## config.mk

```make
export PLATFORM = sky130hd
export DESIGN_NAME = commit_thread_sel
export DESIGN_NICKNAME = d
export VERILOG_FILES = /design/src/rtl/commit_sel_pkg.sv /design/src/rtl/commit_sel_fixed.sv /design/src/rtl/commit_sel_age.sv /design/src/rtl/commit_sel_rotate.sv /design/src/rtl/commit_thread_sel.sv
export SDC_FILE = /design/constraint.sdc
export NUM_CORES = 1
export LEC_CHECK = 0
export BUFFER_PORTS_ARGS = -buffer_cell sky130_fd_sc_hd__buf_4
export CORE_UTILIZATION = 47
export CTS_CLUSTER_SIZE = 30
export DETAILED_ROUTE_END_ITERATION = 10
export PLACE_DENSITY = 0.8
export SLEW_MARGIN = 20
export SYNTH_ARGS = -nofsm -noshare
export SYNTH_HDL_FRONTEND = slang
export SYNTH_SLANG_ARGS = --single-unit
```

## constraint.sdc

```tcl
create_clock -name clk -period 13.7 [get_ports clk]
set_input_delay 4.11 -clock clk [delete_from_list [all_inputs] [get_ports clk]]
set_output_delay 4.11 -clock clk [all_outputs]
set_load 0.03 [all_outputs]
```

## src/rtl/commit_sel_pkg.sv

```systemverilog
// Shared policy encoding for the commit thread selector.
package commit_sel_pkg;
    typedef enum logic [1:0] {
        POL_FIXED  = 2'd0,
        POL_ROTATE = 2'd1,
        POL_AGE    = 2'd2,
        POL_SPARE  = 2'd3
    } sel_policy_e;
endpackage

```

## src/rtl/commit_sel_fixed.sv

```systemverilog
// Fixed-priority picker: returns the lowest-indexed set bit of cand.
// Assumes NUM_THR >= 2.
module commit_sel_fixed #(
    parameter int NUM_THR = 4,
    localparam int IDW = (NUM_THR > 1) ? $clog2(NUM_THR) : 1
) (
    input  logic [NUM_THR-1:0] cand,
    output logic               valid,
    output logic [IDW-1:0]     idx
);
    // Scan from the top so the lowest candidate is written last.
    always_comb begin
        valid = 1'b0;
        idx   = '0;
        for (int i = NUM_THR - 1; i >= 0; i--) begin
            if (cand[i]) begin
                valid = 1'b1;
                idx   = IDW'(i);
            end
        end
    end
endmodule

```

## src/rtl/commit_sel_age.sv

```systemverilog
// Age picker: returns the candidate with the smallest sequence number,
// lower index winning ties. Assumes sequence numbers compare unsigned.
module commit_sel_age #(
    parameter int NUM_THR = 4,
    parameter int SEQ_W   = 16,
    localparam int IDW = (NUM_THR > 1) ? $clog2(NUM_THR) : 1
) (
    input  logic                     clk,
    input  logic                     rst_n,
    input  logic [NUM_THR-1:0]       cand,
    input  logic [NUM_THR*SEQ_W-1:0] seq_flat,
    output logic                     valid,
    output logic [IDW-1:0]           idx
);
    logic [SEQ_W-1:0] best_seq;
    logic [SEQ_W-1:0] win_seq;

    // Linear scan keeping the oldest so far; strict compare keeps lower index on ties.
    always_comb begin
        valid    = 1'b0;
        idx      = '0;
        best_seq = '0;
        for (int i = 0; i < NUM_THR; i++) begin
            if (cand[i] && (!valid || seq_flat[i*SEQ_W +: SEQ_W] < best_seq)) begin
                valid    = 1'b1;
                idx      = IDW'(i);
                best_seq = seq_flat[i*SEQ_W +: SEQ_W];
            end
        end
    end

    // Sequence number of the reported winner, read back through the index.
    assign win_seq = seq_flat[idx*SEQ_W +: SEQ_W];

    for (genvar j = 0; j < NUM_THR; j++) begin : g_age_chk

        age_oldest_chk: assert property (@(posedge clk) disable iff (!rst_n)
            (valid && cand[j]) |-> (win_seq <= seq_flat[j*SEQ_W +: SEQ_W]));

        age_tie_low_chk: assert property (@(posedge clk) disable iff (!rst_n)
            (valid && cand[j] && (win_seq == seq_flat[j*SEQ_W +: SEQ_W])) |-> (idx <= IDW'(j)));
    end
endmodule

```

## src/rtl/commit_sel_rotate.sv

```systemverilog
// Rotating picker: holds an ordered list of thread indices, reports the
// first candidate in list order, and on advance moves it to the tail.
// Assumes NUM_THR is a power of two so every list entry indexes cand.
module commit_sel_rotate #(
    parameter int NUM_THR = 4,
    localparam int IDW = (NUM_THR > 1) ? $clog2(NUM_THR) : 1
) (
    input  logic               clk,
    input  logic               rst_n,
    input  logic [NUM_THR-1:0] cand,
    input  logic               advance,
    output logic               valid,
    output logic [IDW-1:0]     idx
);
    logic [NUM_THR-1:0][IDW-1:0] order_q;
    logic [NUM_THR-1:0][IDW-1:0] order_d;
    logic [IDW-1:0]              pos;

    // Find the list position of the first candidate from the head.
    always_comb begin
        valid = 1'b0;
        pos   = '0;
        for (int p = NUM_THR - 1; p >= 0; p--) begin
            if (cand[order_q[p]]) begin
                valid = 1'b1;
                pos   = IDW'(p);
            end
        end
        idx = order_q[pos];
    end

    // Next list: entries after the winner slide up, the winner goes to the tail.
    always_comb begin
        for (int i = 0; i < NUM_THR - 1; i++) begin
            order_d[i] = (i < int'(pos)) ? order_q[i] : order_q[i+1];
        end
        order_d[NUM_THR-1] = order_q[pos];
    end

    // List register: identity order on reset, updated only on a rotating grant.
    always_ff @(posedge clk) begin
        if (!rst_n) begin
            for (int i = 0; i < NUM_THR; i++) begin
                order_q[i] <= IDW'(i);
            end
        end else if (advance && valid) begin
            order_q <= order_d;
        end
    end


    rot_tail_chk: assert property (@(posedge clk) disable iff (!rst_n)
        (advance && valid) |=> (order_q[NUM_THR-1] == $past(idx)));

    rot_hold_chk: assert property (@(posedge clk) disable iff (!rst_n)
        !(advance && valid) |=> $stable(order_q));
endmodule

```

## src/rtl/commit_thread_sel.sv

```systemverilog
// Commit thread selector: combines the enable and ready masks into a
// candidate set and grants one thread under the selected policy.
// Assumes inputs are stable before the clock edge; outputs are combinational.
module commit_thread_sel
    import commit_sel_pkg::*;
#(
    parameter int NUM_THR = 4,
    parameter int SEQ_W   = 16,
    localparam int IDW = (NUM_THR > 1) ? $clog2(NUM_THR) : 1
) (
    input  logic                     clk,
    input  logic                     rst_n,
    input  logic [1:0]               policy_sel,
    input  logic [NUM_THR-1:0]       thr_enable,
    input  logic [NUM_THR-1:0]       thr_ready,
    input  logic [NUM_THR*SEQ_W-1:0] head_seq,
    output logic [NUM_THR-1:0]       grant_onehot,
    output logic [IDW-1:0]           grant_id,
    output logic                     no_grant
);
    logic [NUM_THR-1:0] cand;
    logic               fix_v, age_v, rot_v;
    logic [IDW-1:0]     fix_i, age_i, rot_i;
    logic               win_v;
    logic [IDW-1:0]     win_i;
    sel_policy_e        pol;

    assign cand = thr_enable & thr_ready;
    assign pol  = sel_policy_e'(policy_sel);

    commit_sel_fixed #(.NUM_THR(NUM_THR)) u_fixed (
        .cand (cand),
        .valid(fix_v),
        .idx  (fix_i)
    );

    commit_sel_age #(.NUM_THR(NUM_THR), .SEQ_W(SEQ_W)) u_age (
        .clk     (clk),
        .rst_n   (rst_n),
        .cand    (cand),
        .seq_flat(head_seq),
        .valid   (age_v),
        .idx     (age_i)
    );

    commit_sel_rotate #(.NUM_THR(NUM_THR)) u_rotate (
        .clk    (clk),
        .rst_n  (rst_n),
        .cand   (cand),
        .advance(pol == POL_ROTATE),
        .valid  (rot_v),
        .idx    (rot_i)
    );

    // Route the picker of the selected policy; the spare code falls back to fixed priority.
    always_comb begin
        unique case (pol)
            POL_ROTATE: begin win_v = rot_v; win_i = rot_i; end
            POL_AGE:    begin win_v = age_v; win_i = age_i; end
            default:    begin win_v = fix_v; win_i = fix_i; end
        endcase
    end

    // Drive the grant outputs, forced to zero when no thread qualifies.
    always_comb begin
        grant_onehot = '0;
        grant_id     = '0;
        if (win_v) begin
            grant_onehot[win_i] = 1'b1;
            grant_id            = win_i;
        end
        no_grant = !win_v;
    end


    grant_onehot_chk: assert property (@(posedge clk) disable iff (!rst_n)
        $onehot0(grant_onehot) && (no_grant == (grant_onehot == '0)));

    grant_eligible_chk: assert property (@(posedge clk) disable iff (!rst_n)
        (grant_onehot & ~(thr_enable & thr_ready)) == '0);

    no_grant_chk: assert property (@(posedge clk) disable iff (!rst_n)
        no_grant == ((thr_enable & thr_ready) == '0));

    fixed_lowest_chk: assert property (@(posedge clk) disable iff (!rst_n)
        (!policy_sel[1] || policy_sel[0]) && (policy_sel != 2'd1) && !no_grant
            |-> ((thr_enable & thr_ready & ((grant_onehot) - 1'b1)) == '0));
endmodule

```

==> results.py, run 1 <==
metrics = {
    "synth": {
        "synthFlopType": "dfxtp_1",
        "ys_ff_latch": 8,
        "syn-cell-area_sq_mm": 0.00234,
        "yosys.area.top_type": "ha_1",
        "synth_warnings": 0,
        "async_flop_share_pct": 0,
        "syn_area_per_cell_sq_um": 7.34,
        "synth_top_cell_area_share_pct": 25.1,
        "synth_cell_type_count": 56,
        "syn_nets": 442,
        "synthTopCellsByArea": "ha_1, a21oi_1, dfxtp_1",
        "synth_edf_count": 0,
        "yosysSeqAreaShare_pct": 6.84,
        "netlist_instances": 319,
    },
    "die": {
        "ios": 83,
        "die_w_um": 72.6,
        "fp-row-count": 25,
        "start_util_pct": 49.2,
        "die_h_um": 72.6,
    },
    "cts": {
        "cts_sinks": 8,
        "ctsHoldBuffers": 0,
        "clock_path_buffers": 2,
        "cts_buffers": 3,
        "root_buffer": "clkbuf_8",
        "h-tree-depth": 1,
    },
    "outcome": {
        "stop_stage": "global routing",
        "stop_error": "[ERROR DPL-0038] Utilization greater than 100%, impossible to legalize",
        "status": "did not finish",
    },
    "placement": {
        "gp_congestion": 0.931,
        "dp.cells": 515,
        "dp_hpwl_um": 6820,
        "portBuffers": 82,
    },
    "global_routing": {
        "grt_start_max_net_pins": 14,
    },
    "timing": {
        "worst_endpoint": "grant_onehot[1]",
        "endpoint_type": "output port",
    },
}
synth_stat cells, drive strengths merged, types with 2 or more instances:
master and n:
ha 47, nor2 40, nand2 36, a21oi 33, o21ai 17, a21o 16, nand3 11, clkbuf 9
dfxtp 8, nand4 8, nor3 8, inv 7, a211oi 5, a31oi 5, and2 5, mux4 5
nor2b 5, a21boi 4, o211ai 4, o21a 4, buf 3, mux2i 3, nand2b 3, o2111ai 3
o31a 3, a32oi 2, and3 2, nor3b 2
cells by family after synthesis:
logic type / synth area share (%)
AND/OR/NAND/NOR: 25.0
buffers and inverters: 3.74
flip-flops: 6.84
adder cells (fa/ha/maj): 25.1
AO/OA/AOI/OAI: 32.8
multiplexers: 6.57
stage by stage:
| step | hold slack [ns] | setup TNS, ns | worst slack, ns | area (sq um) |
|---|---|---|---|---|
| floorplan | 0.461 | 0 | 0.0126 | 2430 |
| global placement | 0.486 | -1.26 | -0.267 | 3510 |
| detailed placement | 0.497 | -2.18 | -0.431 | 3510 |
| CTS | 0.502 | -0.233 | -0.0953 | 4200 |
timing repair:
| action | 4_1_cts |
|---|---|
| gates resized for setup | 93 |
| buffers inserted | 13 |
| pin swaps | 19 |
| gates cloned | 5 |
| endpoints found under the setup margin | 6 |
==> run 2: changes to the inputs <==
CORE_UTILIZATION = 35   (was 47)
CTS_CLUSTER_SIZE = unset   (was 30)
PLACE_DENSITY = unset   (was 0.8)
PLACE_DENSITY_LB_ADDON = 0.15   (was unset)
clock period = 17.8 ns   (was 13.7 ns; I/O delays follow)
==> results.py, run 2 <==
metrics = {
    "detailed_routing": {
        "drtPass1Iterations": 4,
        "via_per_inst": 5.68,
        "wirelength_um": 7240,
        "vias": 2676,
        "wl_per_cell_um": 15.4,
        "drc": 0,
        "drt_iter0_drc": 135,
        "ant_nets": 0,
    },
    "critical_path": {
        "worstPathMaxFanout": 28,
        "cp.depth": 31,
        "startpoint": "thr_enable[0]",
        "crit_path_top_delay_cell": "a31oi_1",
        "required_ns": 12.46,
        "timing.rr.start": "u_rotate.order_q[1]",
        "crit_path_frequent_cell": "a21oi_1",
        "rr_worst_depth": 6,
        "r2r_setup_slack_ns": 15.60,
        "cpLargestDelayFamily": "compound AO/OA/AOI/OAI gates",
        "cpPeakStageDelay_ns": 0.41,
        "worst-setup-path-type": "in -> out",
        "end_kind": "primary output",
        "reg2reg_to": "u_rotate.order_q[7]",
        "path_buf_inv": 4,
        "startpoint_type": "primary input",
        "crit_arrival_ns": 11.73,
    },
    "finish": {
        "drive_gt1_share_pct": 26.4,
        "syn2layout_area_growth_pct": 30.3,
        "layout_common_cells": "buf_4, ha_1, nor2_1",
        "largest_reg_flops": 8,
        "final_common_cell": "buf_4",
        "regArea_sq_um": 160,
        "nets": 519,
        "reg_top3": "u_rotate.order_q x8",
        "multi_input_area_sq_mm": 0.00210,
        "n_antenna_cell": 0,
        "top_register": "u_rotate.order_q",
        "fillers": 649,
    },
    "synth": {
        "syn_nets": 442,
        "synth_edf_count": 0,
        "synth_top_cell_area_share_pct": 25.1,
        "synthTopCellsByArea": "ha_1, a21oi_1, dfxtp_1",
        "yosys.area.top_type": "ha_1",
        "netlist_instances": 319,
        "syn_area_per_cell_sq_um": 7.34,
        "synthFlopType": "dfxtp_1",
        "synth_commonest_cells": "ha_1, nor2_1, nand2_1",
        "yosysMostFrequentCell": "ha_1",
        "async_flop_share_pct": 0,
        "synth_cell_type_count": 56,
        "synth_warnings": 0,
        "syn-cell-area_sq_mm": 0.00234,
        "yosysSeqAreaShare_pct": 6.84,
        "ys_ff_latch": 8,
    },
    "power_and_ir_drop": {
        "p_sw_mw": 0.0536,
        "seq_power_share_pct": 16.3,
        "irDropWorstVdd_mv": 0.0251,
        "cellPowerDensity_mw_per_mm2": 41.7,
        "p_int_mw": 0.0736,
        "p_comb_share_pct": 66.6,
        "pwr-share-clk_pct": 17.2,
        "p_leak_nw": 1.39,
        "swShare_pct": 42.1,
    },
    "cts": {
        "clk_latency_ns": 0.23,
        "clock_path_buffers": 2,
        "root_buffer": "clkbuf_8",
        "ctsHoldBuffers": 0,
        "h-tree-depth": 1,
        "cts_sinks": 8,
        "post_cts_buffers": 0,
        "cts.reportedPaths.clkPinSlew_ns": 0.04,
        "cts_tree": "yes",
        "cts_buffers": 3,
    },
    "global_routing": {
        "antenna_found_initial": 0,
        "grt_overflow_total": 0,
        "grt_pass1_vias": 2494,
        "grt_usage_pct": 20.7,
        "grt_start_max_net_pins": 29,
        "grt_pass1_wl_um": 11900,
    },
    "placement": {
        "portBuffers": 82,
        "dp_hpwl_um": 6180,
        "gp_congestion": 0.864,
    },
    "timing": {
        "hold_violations": 0,
        "rsz0062_at_grt": "no",
        "whs_ns": 0.522,
        "tightest_slew_ns": 0.536,
        "setup_viol": 0,
        "fin_tns_setup_ns": 0,
        "fin_crit_ns": 17.07,
        "slew_violations": 0,
        "period_share_pct": 95.9,
        "fmax_mhz": 58.6,
        "clock_skew_ns": 0.00304,
        "relSlewSlack_pct": 64.2,
    },
    "hold_path": {
        "min_path_type": "reg -> reg",
        "worstHoldEndpoint": "u_rotate.order_q[0]",
        "hold_start": "u_rotate.order_q[0]",
        "holdPathStages": 2,
    },
    "die": {
        "dieArea_sq_mm": 0.00702,
        "coreArea_sq_mm": 0.00639,
        "fp-row-count": 29,
        "die_h_um": 83.8,
        "ios": 83,
        "die_w_um": 83.8,
        "start_util_pct": 36.7,
    },
    "outcome": {
        "status": "completed",
    },
    "job": {
        "maxCapViolations": 0,
    },
}
[run 2: cell counts after synthesis]
Identical to the previous run, type by type.
[run 2: final cells by class]
type / instances / share of cell area [%]
Multi-Input combinational cell: 292 / 68.7
Timing Repair Buffer: 84 / 20.7
Sequential cell: 8 / 5.25
Tap cell: 77 / 3.16
Clock buffer: 3 / 1.35
Inverter: 7 / 0.861
[run 2: worst max-delay path by stage]
stage / slack [ns] / to
floorplan: 0.94 / grant_onehot[2]
global placement: 0.77 / grant_onehot[2]
detailed placement: 0.58 / grant_onehot[2]
CTS: 0.56 / grant_onehot[2]
global route: 0.11 / grant_onehot[2]
finish: 0.73 / grant_onehot[2]
[run 2: repair_timing]
item / in CTS / in global routing
resized for setup: 0 / 1
endpoints found under the hold margin: 0 / 0
endpoints found under the setup margin: 0 / 3
[run 2: stage by stage]
step | util [%] | total power [mW] | std cells | setup WS [ns] | cell area (sq um)
6_report | 47.8 | 0.127 | 471 | 0.730 | 3050
5_1_grt | 47.8 | 0.139 | 471 | 0.110 | 3050
4_1_cts | 47.7 | 0.127 | 471 | 0.563 | 3050
3_5_place_dp | 47.1 | 0.105 | 468 | 0.579 | 3010
3_3_place_gp | 47.1 | 0.104 | 468 | 0.775 | 3010
2_1_floorplan | - | 0.0745 | 319 | 0.938 | 2340
[run 2: power by group through the flow]
stage          combinational, mW  clock (mW)  sequential, mW
3_5_place_dp              0.0836           0          0.0210
6_report                  0.0847      0.0218          0.0207
4_1_cts                   0.0842      0.0225          0.0207
5_1_grt                   0.0949      0.0233          0.0209
3_3_place_gp              0.0835           0          0.0210
2_1_floorplan             0.0544           0          0.0201
[run 2: metal layers]
layer | GRT usage (%) | wire (um)
met3 | 3.26 | 482
met1 | 31.0 | 3630
met5 | 0 | 0
met2 | 31.8 | 3060
met4 | 2.62 | 61
[run 2: worst register-to-register path: stages (launching register included)]
cell and delay [ns]:
dfxtp_1 0.40, mux4_2 0.63, nand2b_1 0.32, a21oi_1 0.20, mux2_2 0.34, nor2b_1 0.12
o21ai_1 0.12
[run 2: kinds of logic (layout without fill, tap and decap cells)]
group / count (synthesis) / count (layout) / synth area share (%)
simple gates: 125 / 125 / 25.0
compound gates: 111 / 111 / 32.8
fa+ha+maj: 47 / 47 / 25.1
buf+inv: 19 / 94 / 3.74
mux: 9 / 9 / 6.57
flops: 8 / 8 / 6.84
(Power assumes the default switching activity.)
==> run 3: changes to the inputs <==
REMOVE_ABC_BUFFERS = 1   (was unset)
==> results.py, run 3 (synthesis gave the netlist of run 2 again) <==
metrics = {
    "cts": {
        "cts.reportedPaths.clkPinSlew_ns": 0.04,
        "post_cts_buffers": 0,
        "cts_sinks": 8,
        "cts_tree": "yes",
        "h-tree-depth": 1,
        "cts_buffers": 3,
        "clock_path_buffers": 2,
        "root_buffer": "clkbuf_8",
        "ctsHoldBuffers": 0,
        "clk_latency_ns": 0.23,
        "cts_resized": 0,
    },
    "timing": {
        "clock_skew_ns": 0.00655,
        "fin_crit_ns": 16.98,
        "slew_violations": 0,
        "whs_ns": 0.505,
        "fmax_mhz": 58.9,
        "setup_viol": 0,
        "period_share_pct": 95.4,
        "tightest_slew_ns": 0.520,
        "relSlewSlack_pct": 65.3,
        "worst_slack_ns": 0.823,
        "hold_violations": 0,
        "fin_tns_setup_ns": 0,
        "rsz0062_at_grt": "no",
    },
    "hold_path": {
        "hold_start": "u_rotate.order_q[0]",
        "min_path_type": "reg -> reg",
    },
    "power_and_ir_drop": {
        "p_leak_nw": 1.39,
        "irDropWorstVdd_mv": 0.0360,
        "cellPowerDensity_mw_per_mm2": 41.3,
    },
    "global_routing": {
        "grt_start_max_net_pins": 31,
        "grt_pass1_wl_um": 11300,
        "grt_pass1_vias": 2522,
        "antenna_found_initial": 0,
        "grt_overflow_total": 0,
        "grt_usage_pct": 19.1,
    },
    "critical_path": {
        "worstPathMaxFanout": 30,
        "timing.rr.start": "u_rotate.order_q[1]",
        "startpoint_type": "primary input",
        "reg2reg_to": "u_rotate.order_q[7]",
        "worst-setup-path-type": "in -> out",
        "crit_arrival_ns": 11.64,
        "end_kind": "primary output",
        "r2r_setup_slack_ns": 15.56,
        "worstSetupEndpoint": "grant_onehot[2]",
        "startpoint": "thr_enable[0]",
        "rr_worst_depth": 6,
        "required_ns": 12.46,
        "crit_path_top_delay_cell": "a2111oi_0",
        "cpPeakStageDelay_ns": 0.46,
    },
    "detailed_routing": {
        "ant_nets": 0,
        "wirelength_um": 6900,
        "drc": 0,
        "via_per_inst": 5.63,
        "drtPass1Iterations": 5,
        "wl_per_cell_um": 14.6,
        "drt_iter0_drc": 125,
        "vias": 2654,
    },
    "finish": {
        "n_antenna_cell": 0,
        "top_register": "u_rotate.order_q",
        "nets": 519,
        "reg_top3": "u_rotate.order_q x8",
        "fillers": 658,
        "final_cell_area_sq_mm": 0.00305,
        "drive_gt1_share_pct": 26.4,
        "layout_common_cells": "buf_4, ha_1, nor2_1",
        "final_common_cell": "buf_4",
        "syn2layout_area_growth_pct": 30.5,
        "largest_reg_flops": 8,
    },
    "placement": {
        "place_area_sq_mm": 0.00301,
        "dp_hpwl_um": 5950,
        "portBuffers": 82,
        "dpl_worst_slack_ns": 0.661,
        "gp_congestion": 0.869,
    },
    "die": {
        "coreArea_sq_mm": 0.00639,
        "fp-row-count": 29,
        "die_h_um": 83.8,
        "start_util_pct": 36.7,
        "dieArea_sq_mm": 0.00702,
        "die_w_um": 83.8,
        "ios": 83,
    },
    "job": {
        "maxCapViolations": 0,
    },
    "outcome": {
        "status": "completed",
    },
}
run 3: cell count changes in the layout (fill, tap and decap cells not counted):
| cell | delta |
|---|---|
| o21ai_1 | +1 |
| a31oi_1 | -1 |
| nand2_2 | -1 |
| nand2_1 | +1 |
| a31oi_2 | +1 |
| o21ai_0 | -1 |
run 3: how the worst min path moves through the flow:
stage                                     end  slack (ns)  cells after the start
after floorplan           u_rotate.order_q[0]        0.46                      2
after global placement    u_rotate.order_q[0]        0.50                      2
after detailed placement  u_rotate.order_q[0]        0.50                      2
after CTS                 u_rotate.order_q[0]        0.51                      2
after global routing      u_rotate.order_q[0]        0.53                      2
final                     u_rotate.order_q[0]        0.50                      2
run 3: critical path: cells and delay by family:
family	cells	cell delay [ns]
AO/OA/AOI/OAI	13	2.77
AND/OR/NAND/NOR	10	1.71
adder cells (fa/ha/maj)	3	0.91
buffers and inverters	4	0.88
run 3: stage by stage:
stage	cells	utilization, %	total power [mW]
2_1_floorplan	307	-	0.0730
3_3_place_gp	468	47.1	0.104
3_5_place_dp	468	47.1	0.104
4_1_cts	471	47.7	0.126
5_1_grt	471	47.8	0.137
6_report	471	47.8	0.126
run 3: area by class of cell:
class	instances	area, sq um	share of cell area [%]
Multi-Input combinational cell	292	2100	68.7
Sequential cell	8	160	5.24
Clock buffer	3	41.3	1.35
Timing Repair Buffer	84	631	20.6
Inverter	7	26.3	0.860
Tap cell	77	96.3	3.15
run 3: layer usage:
metal	vias to the layer above	share of wire [%]	global-route usage (%)
met5	-	0	0
met4	0	1.2	3.54
met2	71	48	34.0
met3	11	5.7	1.29
li1	1372	-	-
met1	1200	45	25.3
run 3: power by group:
group | switching, mW | total (mW) | internal [mW]
logic | 0.0442 | 0.0841 | 0.0399
registers | 0.00154 | 0.0205 | 0.0190
clock network | 0.00691 | 0.0215 | 0.0146
total | 0.0526 | 0.126 | 0.0735
==> run 4: changes to the inputs <==
CELL_PAD_IN_SITES_DETAIL_PLACEMENT = 2   (was unset)
CELL_PAD_IN_SITES_GLOBAL_PLACEMENT = 2   (was unset)
CORE_UTILIZATION = 29   (was 35)
CTS_BUF_LIST = sky130_fd_sc_hd__clkbuf_16   (was unset)
SYNTH_HIERARCHICAL = 1   (was unset)
==> results.py, run 4 <==
metrics = {
    "placement": {
        "portBuffers": 82,
        "place_area_sq_mm": 0.00313,
        "gp_congestion": 0.801,
        "dpl_worst_slack_ns": -0.313,
        "dp_hpwl_um": 6670,
        "dp.cells": 481,
    },
    "detailed_routing": {
        "ant_nets": 0,
        "drc": 0,
        "vias": 2632,
        "wirelength_um": 8230,
        "wl_per_cell_um": 16.8,
        "drt_iter0_drc": 50,
        "drtPass1Iterations": 4,
        "via_per_inst": 5.38,
    },
    "die": {
        "ios": 83,
        "coreArea_sq_mm": 0.00789,
        "die_h_um": 93.1,
        "die_w_um": 93.1,
        "dieArea_sq_mm": 0.00866,
        "fp-row-count": 32,
        "start_util_pct": 30.5,
    },
    "global_routing": {
        "grt_usage_pct": 19.3,
        "grt_overflow_total": 0,
        "grt_pass1_wl_um": 13600,
        "busiest_layer": "met2",
        "grt_pass1_vias": 2813,
        "antenna_found_initial": 0,
        "grt_use_met1_pct": 26.3,
        "grt_util_met3_pct": 2.52,
        "grt_start_max_net_pins": 20,
        "grt_use_met2_pct": 34.3,
    },
    "finish": {
        "layout_common_cells": "buf_4, ha_1, nand2_1",
        "n_antenna_cell": 0,
        "largest_reg_flops": 8,
        "final_common_cell": "buf_4",
        "reg_top3": "u_rotate/order_q x8",
        "fillers": 916,
        "nets": 512,
        "final_cells": 489,
        "final_cell_area_sq_mm": 0.00328,
        "syn2layout_area_growth_pct": 36.3,
        "top_register": "u_rotate/order_q",
        "drive_gt1_share_pct": 34.9,
    },
    "synth": {
        "synthTopCellsByArea": "ha_1, dfxtp_1, nand2_1",
        "synth_top_cell_area_share_pct": 24.5,
        "netlist_instances": 300,
        "yosysSeqAreaShare_pct": 6.66,
        "ys_ff_latch": 8,
        "syn-cell-area_sq_mm": 0.00240,
        "synth_commonest_cells": "ha_1, nand2_1, inv_1",
        "synth_cell_type_count": 57,
        "yosys.area.top_type": "ha_1",
        "syn_area_per_cell_sq_um": 8.02,
        "yosysMostFrequentCell": "ha_1",
        "async_flop_share_pct": 0,
        "synth_warnings": 6,
        "synthFlopType": "dfxtp_1",
        "synth_edf_count": 0,
    },
    "critical_path": {
        "crit_arrival_ns": 11.91,
        "required_ns": 12.46,
        "worst-setup-path-type": "in -> out",
        "crit_path_top_delay_cell": "or3_1",
        "end_kind": "primary output",
        "crit_path_frequent_cell": "buf_4",
        "startpoint_type": "primary input",
        "worstPathMaxFanout": 16,
        "cpPeakStageDelay_ns": 0.44,
    },
    "timing": {
        "whs_ns": 0.518,
        "fmax_mhz": 58.0,
        "clock_skew_ns": 0.00243,
        "relSlewSlack_pct": 58.3,
        "hold_violations": 0,
        "fin_tns_setup_ns": 0,
        "worst_slack_ns": 0.549,
        "fin_crit_ns": 17.25,
        "setup_viol": 0,
        "period_share_pct": 96.9,
        "tightest_slew_ns": 0.626,
        "slew_violations": 0,
        "rsz0062_at_grt": "no",
    },
    "cts": {
        "h-tree-depth": 1,
        "cts.reportedPaths.clkPinSlew_ns": 0.04,
        "cts_buffers": 3,
        "root_buffer": "clkbuf_16",
        "cts_sinks": 8,
        "clk_latency_ns": 0.23,
        "ctsHoldBuffers": 0,
        "clock_path_buffers": 2,
        "cts_tree": "yes",
    },
    "hold_path": {
        "min_path_type": "reg -> reg",
    },
    "power_and_ir_drop": {
        "pwr-share-clk_pct": 25.6,
        "p_leak_nw": 1.58,
        "swShare_pct": 37.8,
        "cellPowerDensity_mw_per_mm2": 45.4,
        "p_comb_share_pct": 60.5,
        "p_int_mw": 0.0925,
        "p_sw_mw": 0.0563,
        "seq_power_share_pct": 14.0,
        "irDropWorstVdd_mv": 0.0245,
    },
    "outcome": {
        "status": "completed",
    },
    "job": {
        "maxCapViolations": 0,
    },
}
## run 4: cell count changes after synthesis, moves of 7 or more
cell       delta
inv_1        +21
a21oi_1      -15
mux2_4        +8
a2bb2oi_1    +15
nor2_1       -29
mux2_2        +7
a21o_1       -16
## run 4: through the flow
stage                     util [%]  power [mW]
after global placement        39.6       0.106
after CTS                     40.6       0.148
after floorplan                  -      0.0750
final                         41.5       0.149
after global routing          41.5       0.162
after detailed placement      39.6       0.109
## run 4: area by class of cell
class	instances	area [sq um]	area share (%)
Sequential cell	8	160	4.89
Inverter	28	105	3.21
Clock buffer	3	75.1	2.29
Multi-Input combinational cell	256	2120	64.6
Timing Repair Buffer	92	691	21.1
Tap cell	102	128	3.89
## run 4: worst paths after layout
check                            from                   to  slack, ns  cells after the start
setup / recovery         thr_ready[0]      grant_onehot[1]       0.55                     33
hold reg to reg   u_rotate/order_q[1]  u_rotate/order_q[1]       0.52                      2
hold / removal    u_rotate/order_q[1]  u_rotate/order_q[1]       0.52                      2
setup reg to reg  u_rotate/order_q[4]  u_rotate/order_q[6]      15.78                      4
## run 4: cell families (layout without fill, tap and decap cells)
group                    Yosys count  after routing  share of synthesized area [%]
multiplexers                      29             29                           16.2
adder cells (fa/ha/maj)           47             47                           24.5
AND/OR/NAND/NOR                   94             95                           19.2
buffers and inverters             37            123                           7.18
AO/OA/AOI/OAI                     85             85                           26.3
flip-flops                         8              8                           6.66
## run 4: routing by layer
layer	part of all wire (%)	wire length, um
met1	48	3940
met4	0	0
met2	48	3960
met3	4.0	333
met5	0	0
## run 4: worst max-delay path: cells and delay by family
| kind | cells | cell delay, ns |
|---|---|---|
| AO/OA/AOI/OAI | 14 | 2.39 |
| adder cells (fa/ha/maj) | 3 | 0.93 |
| buffers and inverters | 5 | 0.84 |
| multiplexers | 1 | 0.30 |
| AND/OR/NAND/NOR | 10 | 2.11 |
## run 4: what timing repair did
item,CTS,global route
cloned,0,1
hold endpoints to repair,0,0
resized for setup,2,8
setup endpoints to repair,6,6
setup buffers,0,4
pin swaps,0,3
## run 4: power groups by stage
stage / sequential [mW] / combinational (mW) / clock, mW
after global routing: 0.0211 / 0.101 / 0.0399
after global placement: 0.0210 / 0.0851 / 0
after floorplan: 0.0206 / 0.0544 / 0
final: 0.0208 / 0.0900 / 0.0380
after detailed placement: 0.0211 / 0.0878 / 0
after CTS: 0.0209 / 0.0884 / 0.0387
